===== config.mk =====
export PLATFORM = sky130hd
export DESIGN_NAME = dsi_reg_decoder
export DESIGN_NICKNAME = d
export VERILOG_FILES = /design/src/rtl/dsigr_pkg.sv /design/src/rtl/dsigr_hdr.sv /design/src/rtl/dsigr_wr.sv /design/src/rtl/dsigr_rd.sv /design/src/rtl/dsi_reg_decoder.sv
export SDC_FILE = /design/constraint.sdc
export NUM_CORES = 1
export LEC_CHECK = 0
export BUFFER_PORTS_ARGS = -buffer_cell sky130_fd_sc_hd__buf_2
export CORE_UTILIZATION = 55
export DETAILED_ROUTE_END_ITERATION = 7
export HOLD_SLACK_MARGIN = 0.02
export PLACE_DENSITY = 0.81
export SLEW_MARGIN = 20
export SYNTH_ARGS = -nofsm -noshare
export SYNTH_HDL_FRONTEND = slang
export SYNTH_SLANG_ARGS = --single-unit

===== constraint.sdc =====
create_clock -name clk -period 3 [get_ports clk]
set_input_delay 0.45 -clock clk [delete_from_list [all_inputs] [get_ports clk]]
set_output_delay 0.45 -clock clk [all_outputs]
set_load 0.05 [all_outputs]

===== src/rtl/dsigr_pkg.sv =====
package dsigr_pkg;
  localparam int VC_W = 2;
  localparam int DT_W = 6;

  typedef logic [DT_W-1:0] dtype_t;

  localparam dtype_t DT_GEN_LWRITE = 6'h29;
  localparam dtype_t DT_GEN_READ2  = 6'h24;
  localparam dtype_t DT_RD_RESP    = 6'h1A;

  typedef enum logic [2:0] {H_IDLE, H_P1, H_P2, H_ECC, H_BODY} hstate_e;

  // legal write length: address bytes plus a whole, non-zero number of words
  function automatic logic wc_is_legal(input logic [15:0] wc, input int addr_bytes,
                                       input int word_bytes);
    int n;
    n = int'(wc);
    return (n >= addr_bytes + word_bytes) && (((n - addr_bytes) % word_bytes) == 0);
  endfunction

  function automatic logic [31:0] next_reg_addr(input logic [31:0] a, input int step);
    return a + 32'(step);
  endfunction
endpackage


===== src/rtl/dsigr_hdr.sv =====
module dsigr_hdr
  import dsigr_pkg::*;
(
  input  logic            clk,
  input  logic            rst_n,
  input  logic            in_valid,
  input  logic            in_sop,
  input  logic [7:0]      in_byte,
  output logic            pkt_start,
  output logic            hdr_done,
  output logic            pay_valid,
  output logic [VC_W-1:0] hdr_vc,
  output dtype_t          hdr_dt,
  output logic [7:0]      hdr_p1,
  output logic [7:0]      hdr_p2
);
  hstate_e    st;
  logic [7:0] di_q, p1_q, p2_q;

  always_ff @(posedge clk or negedge rst_n) begin
    if (!rst_n) begin
      st   <= H_IDLE;
      di_q <= '0;
      p1_q <= '0;
      p2_q <= '0;
    end else if (in_valid) begin
      if (in_sop) begin
        di_q <= in_byte;
        st   <= H_P1;
      end else begin
        case (st)
          H_P1:    begin p1_q <= in_byte; st <= H_P2; end
          H_P2:    begin p2_q <= in_byte; st <= H_ECC; end
          H_ECC:   st <= H_BODY;
          default: st <= st;
        endcase
      end
    end
  end

  assign pkt_start = in_valid & in_sop;
  assign hdr_done  = in_valid & ~in_sop & (st == H_ECC);
  assign pay_valid = in_valid & ~in_sop & (st == H_BODY);
  assign hdr_vc    = di_q[7:8-VC_W];
  assign hdr_dt    = di_q[DT_W-1:0];
  assign hdr_p1    = p1_q;
  assign hdr_p2    = p2_q;
endmodule


===== src/rtl/dsigr_wr.sv =====
module dsigr_wr
  import dsigr_pkg::*;
#(
  parameter int ADDR_W    = 16,
  parameter int DATA_W    = 32,
  parameter int WC_W      = 16,
  parameter int ADDR_STEP = 4
) (
  input  logic              clk,
  input  logic              rst_n,
  input  logic [VC_W-1:0]   own_vc,
  input  logic              pkt_start,
  input  logic              hdr_done,
  input  logic [VC_W-1:0]   hdr_vc,
  input  dtype_t            hdr_dt,
  input  logic [WC_W-1:0]   hdr_wc,
  input  logic              pay_valid,
  input  logic [7:0]        pay_byte,
  output logic              wr_valid,
  output logic [ADDR_W-1:0] wr_addr,
  output logic [DATA_W-1:0] wr_data,
  output logic              len_err
);
  localparam int ADDR_BYTES = ADDR_W / 8;
  localparam int WORD_BYTES = DATA_W / 8;
  localparam int PH_W       = $clog2(WORD_BYTES);

  logic                            active;
  logic [WC_W-1:0]                 wc_q, bidx;
  logic [ADDR_W-1:0]               addr_q;
  logic [WORD_BYTES-2:0][7:0]      wbuf;
  logic                            take, legal, in_addr, word_last, fire;
  logic [PH_W-1:0]                 phase;

  assign take      = hdr_done && (hdr_vc == own_vc) && (hdr_dt == DT_GEN_LWRITE);
  assign legal     = wc_is_legal(16'(hdr_wc), ADDR_BYTES, WORD_BYTES);
  assign len_err   = take & ~legal;
  assign in_addr   = (bidx < WC_W'(ADDR_BYTES));
  assign phase     = PH_W'(bidx - WC_W'(ADDR_BYTES));
  assign word_last = (phase == PH_W'(WORD_BYTES - 1));
  assign fire      = pay_valid & active & ~in_addr & word_last;

  always_ff @(posedge clk or negedge rst_n) begin
    if (!rst_n) begin
      active   <= 1'b0;
      wc_q     <= '0;
      bidx     <= '0;
      addr_q   <= '0;
      wbuf     <= '0;
      wr_valid <= 1'b0;
      wr_addr  <= '0;
      wr_data  <= '0;
    end else begin
      wr_valid <= 1'b0;
      if (pkt_start) begin
        active <= 1'b0;
      end else if (hdr_done) begin
        active <= take & legal;
        wc_q   <= hdr_wc;
        bidx   <= '0;
      end else if (pay_valid && active) begin
        bidx <= bidx + 1'b1;
        if (bidx + 1'b1 == wc_q) active <= 1'b0;
        if (in_addr) begin
          for (int i = 0; i < ADDR_BYTES; i++)
            if (bidx == WC_W'(i)) addr_q[8*i +: 8] <= pay_byte;
        end else if (word_last) begin
          wr_valid <= 1'b1;
          wr_addr  <= addr_q;
          wr_data  <= {pay_byte, wbuf};
          addr_q   <= ADDR_W'(next_reg_addr(32'(addr_q), ADDR_STEP));
        end else begin
          for (int j = 0; j < WORD_BYTES - 1; j++)
            if (phase == PH_W'(j)) wbuf[j] <= pay_byte;
        end
      end
    end
  end

  // a word needs several bytes, so strobes never run back to back
  a_r1_single_strobe: assert property (@(posedge clk) disable iff (!rst_n)
    wr_valid |=> !wr_valid);
  // a word completing means the packet is still the active write
  a_r4_fire_in_packet: assert property (@(posedge clk) disable iff (!rst_n)
    fire |=> wr_valid);
endmodule


===== src/rtl/dsigr_rd.sv =====
module dsigr_rd
  import dsigr_pkg::*;
#(
  parameter int ADDR_W = 16,
  parameter int DATA_W = 32,
  parameter int WC_W   = 16
) (
  input  logic              clk,
  input  logic              rst_n,
  input  logic [VC_W-1:0]   own_vc,
  input  logic              hdr_done,
  input  logic [VC_W-1:0]   hdr_vc,
  input  dtype_t            hdr_dt,
  input  logic [7:0]        hdr_p1,
  input  logic [7:0]        hdr_p2,
  output logic              rd_req,
  output logic [ADDR_W-1:0] rd_addr,
  input  logic              rd_data_valid,
  input  logic [DATA_W-1:0] rd_data,
  output logic              rsp_valid,
  output logic [7:0]        rsp_di,
  output logic [WC_W-1:0]   rsp_wc,
  output logic [DATA_W-1:0] rsp_data,
  input  logic              ta_grant,
  output logic              busy_err
);
  logic              pend_q, full_q, want, busy;
  logic [VC_W-1:0]   vc_q;
  logic [ADDR_W-1:0] addr_q;
  logic [DATA_W-1:0] data_q;

  assign want     = hdr_done && (hdr_vc == own_vc) && (hdr_dt == DT_GEN_READ2);
  assign busy     = pend_q | full_q;
  assign busy_err = want & busy;

  always_ff @(posedge clk or negedge rst_n) begin
    if (!rst_n) begin
      pend_q <= 1'b0;
      full_q <= 1'b0;
      vc_q   <= '0;
      addr_q <= '0;
      data_q <= '0;
    end else begin
      if (want && !busy) begin
        pend_q <= 1'b1;
        vc_q   <= hdr_vc;
        addr_q <= ADDR_W'({hdr_p2, hdr_p1});
      end else if (pend_q && rd_data_valid) begin
        pend_q <= 1'b0;
        full_q <= 1'b1;
        data_q <= rd_data;
      end
      if (full_q && ta_grant) full_q <= 1'b0;
    end
  end

  assign rd_req    = pend_q;
  assign rd_addr   = addr_q;
  assign rsp_valid = full_q;
  assign rsp_di    = {vc_q, DT_RD_RESP};
  assign rsp_wc    = WC_W'(DATA_W / 8);
  assign rsp_data  = data_q;

  a_r6_req_hold: assert property (@(posedge clk) disable iff (!rst_n)
    (rd_req && !rd_data_valid) |=> (rd_req && $stable(rd_addr)));
  a_r7_rsp_hold: assert property (@(posedge clk) disable iff (!rst_n)
    (rsp_valid && !ta_grant) |=> (rsp_valid && $stable(rsp_data) && $stable(rsp_di)));
  a_r8_one_outstanding: assert property (@(posedge clk) disable iff (!rst_n)
    !(rd_req && rsp_valid));
endmodule


===== src/rtl/dsi_reg_decoder.sv =====
module dsi_reg_decoder
  import dsigr_pkg::*;
#(
  parameter int ADDR_W    = 16,
  parameter int DATA_W    = 32,
  parameter int WC_W      = 16,
  parameter int ADDR_STEP = 4
) (
  input  logic              clk,
  input  logic              rst_n,
  input  logic [1:0]        own_vc,
  input  logic              in_valid,
  input  logic              in_sop,
  input  logic [7:0]        in_byte,
  output logic              wr_valid,
  output logic [ADDR_W-1:0] wr_addr,
  output logic [DATA_W-1:0] wr_data,
  output logic              rd_req,
  output logic [ADDR_W-1:0] rd_addr,
  input  logic              rd_data_valid,
  input  logic [DATA_W-1:0] rd_data,
  output logic              rsp_valid,
  output logic [7:0]        rsp_di,
  output logic [WC_W-1:0]   rsp_wc,
  output logic [DATA_W-1:0] rsp_data,
  input  logic              ta_grant,
  output logic              err_flag
);
  logic            pkt_start, hdr_done, pay_valid, len_err, busy_err;
  logic [VC_W-1:0] hdr_vc;
  dtype_t          hdr_dt;
  logic [7:0]      hdr_p1, hdr_p2;

  dsigr_hdr u_hdr (
    .clk(clk), .rst_n(rst_n), .in_valid(in_valid), .in_sop(in_sop), .in_byte(in_byte),
    .pkt_start(pkt_start), .hdr_done(hdr_done), .pay_valid(pay_valid),
    .hdr_vc(hdr_vc), .hdr_dt(hdr_dt), .hdr_p1(hdr_p1), .hdr_p2(hdr_p2)
  );

  dsigr_wr #(.ADDR_W(ADDR_W), .DATA_W(DATA_W), .WC_W(WC_W), .ADDR_STEP(ADDR_STEP)) u_wr (
    .clk(clk), .rst_n(rst_n), .own_vc(own_vc), .pkt_start(pkt_start),
    .hdr_done(hdr_done), .hdr_vc(hdr_vc), .hdr_dt(hdr_dt),
    .hdr_wc(WC_W'({hdr_p2, hdr_p1})), .pay_valid(pay_valid), .pay_byte(in_byte),
    .wr_valid(wr_valid), .wr_addr(wr_addr), .wr_data(wr_data), .len_err(len_err)
  );

  dsigr_rd #(.ADDR_W(ADDR_W), .DATA_W(DATA_W), .WC_W(WC_W)) u_rd (
    .clk(clk), .rst_n(rst_n), .own_vc(own_vc), .hdr_done(hdr_done),
    .hdr_vc(hdr_vc), .hdr_dt(hdr_dt), .hdr_p1(hdr_p1), .hdr_p2(hdr_p2),
    .rd_req(rd_req), .rd_addr(rd_addr), .rd_data_valid(rd_data_valid), .rd_data(rd_data),
    .rsp_valid(rsp_valid), .rsp_di(rsp_di), .rsp_wc(rsp_wc), .rsp_data(rsp_data),
    .ta_grant(ta_grant), .busy_err(busy_err)
  );

  always_ff @(posedge clk or negedge rst_n) begin
    if (!rst_n)                   err_flag <= 1'b0;
    else if (len_err || busy_err) err_flag <= 1'b1;
  end

  a_r3_err_sticky: assert property (@(posedge clk) disable iff (!rst_n)
    err_flag |=> err_flag);
  a_r3_len_err_raises: assert property (@(posedge clk) disable iff (!rst_n)
    len_err |=> err_flag);
endmodule


==> flow_summary.ini <==
[layout]
multi_input_area_um2 = 3550
area_growth_pct = 18.63
fin_util_pct = 66.54
drive_above_1_share_pct = 41.16
register_area_um2 = 5055
layout.nets = 904
antennaDiodeCount = 0
finalNonFillerCells = 1081
n_fill_cell = 1142
design_area_um2 = 10530

[critical_path]
worst_path_max_delay_cell = dfrtp_1
crit_type = flip-flop to flip-flop
rrSetupSlack_ns = 0.69
crit_family = simple AND/OR/NAND/NOR gates
slowest_delay_ns = 0.49
end_kind = flip-flop
crit_required_ns = 3.37
path_cells = nor4_1 -> and4_1 -> buf_4 -> nor3_1 -> nand2_1 -> mux2_2
start_kind = flip-flop
cp.arrival_ns = 2.68
critPathBufInv = 1
crit_fanout = 15

[routing]
drt_pre_antenna_iters = 8
drt_iter0_markers = 368
via_per_inst = 5.650
drcViolationCount = 0
vias = 6108
totalWireLength_um = 19340
ant_nets = 0
wl_per_cell_um = 17.89

[pwr]
sw_frac_of_total_pct = 26.67
power.clock.fraction_pct = 39.5
power_leakage_uw = 0.005447
ir_worst_vdd_v = 0.0005341
p_sw_uw = 1884
power.internal_uw = 5182
power.density_nw_per_um2 = 671.0
seqPwrFrac_pct = 45.8
pwr-share-comb_pct = 14.7

[timing]
skew_ns = 0.007377
post-route-min-period_ns = 2.311
worstMarginPinSlew_ns = 0.7715
slew_headroom_pct = 48.38
period_share_pct = 77.04
drv_slew = 0
rsz0062_at_grt = false
setup_viol = 0
max_freq_mhz = 432.7
tns_ns = 0
hold_viol = 0

[floorplan]
fp-row-count = 46
dieArea_um2 = 16650
die_w_um = 129.0
ios = 172
start_util_pct = 56.09
core-area_um2 = 15830
die_y_um = 129.0

[yosys]
post_synth.cell_area_avg_um2 = 12.57
synth.distinct_cells = 52
ys_ff_latch = 202
async_reset_ff_share_pct = 100.0
yosysSeqAreaShare_pct = 56.94
syn-instance-count = 706
synth_edf_count = 0
netlist_area_um2 = 8877
yosysWarnings = 0
synth_ff_type = dfrtp_1

[run]
drv_cap = 0

[placed_design]
place.gp.congestion = 0.9242
place_area_um2 = 9776
dp.cells = 1044
port_buffers = 149
place_hpwl_um = 12810

[global_route]
antenna_found_initial = 0
grt_pass1_wl_um = 31210
grt_pass1_vias = 5989
overflow = 0
grt_max_degree = 85
grt_use_total_pct = 24.03

[clock_tree]
clk_pin_slew_ns = 0.06
cts_setup_buffers = 0
cts-resized-gates = 0
htreeDepth = 1
clk_latency_ns = 0.49
cts_made_buffers = 21
numClockSinks = 202
postCtsHoldBufs = 0
clockRootBuffer = clkbuf_16
tritoncts = done
cts_buffer_depth = 3

[min_path]
hp-class = input pin to asynchronous set/reset pin

[status]
status = completed
per-layer routing:
metal / track usage (%) / part of all wire, %
met1: 32.64 / 42
met2: 38.89 / 48
met3: 4.666 / 7.0
met4: 8.651 / 2.6
met5: 0 / 0
cell families after synthesis:
group / count (synthesis) / synth area share, %
XOR/XNOR: 24 / 2.368
AND/OR/NAND/NOR: 147 / 8.640
other: 2 / 0.08460
buffers and inverters: 65 / 3.975
AO/OA/AOI/OAI: 94 / 6.145
adder cells (fa/ha/maj): 5 / 0.7047
flip-flops: 202 / 56.94
multiplexers: 167 / 21.14
metrics by stage:
stage	power (uW)	hold WS (ns)	worst slack (ns)
detailed placement	4311	0.4730	0.6000
CTS	7105	0.03024	0.6799
global route	7358	0.07501	0.4808
floorplan	3982	0.1544	0.7689
global placement	4267	0.4638	0.6676
finish	7067	0.02163	0.6889
path summary, 6_finish.rpt:
check,startpoint,end,cells past startpoint
max,u_wr.bidx[7],u_wr.wbuf[14],6
min,rst_n,u_wr.wr_addr[10],1
max reg2reg,u_wr.bidx[7],u_wr.wbuf[14],6
min reg2reg,u_rd.rd_addr[10],u_rd.rd_addr[10],1
max in group asynchronous,rst_n,u_rd.rsp_data[31],2
min in group clk,ta_grant,u_rd.rsp_valid,2
cells in the mapped netlist, types with 2 or more instances:
master     instances  share of area (%)
and2_1             5               0.35
buf_1              5               0.21
inv_1              7               0.30
conb_1             2              0.085
and4_1             4               0.39
o22ai_1            5               0.35
nor3_1             6               0.34
buf_4             24                2.0
a21oi_1           28                1.6
buf_2              9               0.51
a22o_1             2               0.20
nor3b_1            2               0.17
nand2b_1           4               0.28
ha_1               5               0.70
nor2_1            32                1.4
mux2i_1            3               0.34
nor4_1            10               0.70
nor2b_1            3               0.21
nand3_1           17               0.96
xnor2_1           12                1.2
a2bb2oi_1          3               0.30
dfrtp_1          202                 57
clkbuf_1          19               0.80
o31ai_1            6               0.51
nand4_1           12               0.85
xor2_1            12                1.2
o21ai_0           37                2.1
mux2_1            10                1.3
nand2_1           40                1.7
a31oi_1            5               0.35
mux2_2           154                 20
final cells by class:
type                            count  area share (%)
Clock buffer                       28           5.715
Sequential cell                   202           48.00
Multi-Input combinational cell    459           33.71
Tap cell                          216           2.566
Inverter                            7          0.2495
Clock inverter                      9           1.461
Timing Repair Buffer              160           8.305
sequential cells by signal, summed over array words and instances (netlist names), 16 cells and up:
name and flops:
u_wr.bidx 16, u_wr.wr_addr 16, u_rd.rd_addr 16, u_wr.wr_data 32
u_wr.wbuf 24, u_wr.addr_q 16, u_wr.wc_q 16, u_rd.rsp_data 32
power by group through the flow:
stage / Combinational, uW / Clock [uW] / Sequential, uW
detailed placement: 1030 / 0 / 3290
floorplan: 781 / 0 / 3200
global route: 1150 / 2930 / 3270
global placement: 996 / 0 / 3270
finish: 1040 / 2790 / 3240
CTS: 1030 / 2840 / 3240
cell usage in the layout (no fill, tap or decap), types with 3 or more instances in the layout:
| cell | count |
|---|---|
| a21oi_1 | 28 |
| a2bb2oi_1 | 3 |
| a31oi_1 | 5 |
| and2_1 | 5 |
| and4_1 | 4 |
| buf_12 | 3 |
| buf_2 | 148 |
| buf_4 | 8 |
| bufinv_16 | 4 |
| clkbuf_16 | 21 |
| clkbuf_8 | 6 |
| conb_1 | 22 |
| dfrtp_1 | 202 |
| ha_1 | 5 |
| inv_1 | 7 |
| mux2_1 | 10 |
| mux2_2 | 154 |
| mux2i_1 | 3 |
| nand2_1 | 40 |
| nand2b_1 | 4 |
| nand3_1 | 17 |
| nand4_1 | 12 |
| nor2_1 | 32 |
| nor2b_1 | 3 |
| nor3_1 | 6 |
| nor4_1 | 10 |
| o21ai_0 | 37 |
| o22ai_1 | 5 |
| o31ai_1 | 6 |
| xnor2_1 | 12 |
| xor2_1 | 12 |
worst register-to-register path: stages, from the launching register on:
cell	delay, ns
dfrtp_1	0.49
nor4_1	0.41
and4_1	0.24
buf_4	0.21
nor3_1	0.11
nand2_1	0.35
mux2_2	0.39
(Power assumes the default switching activity.)
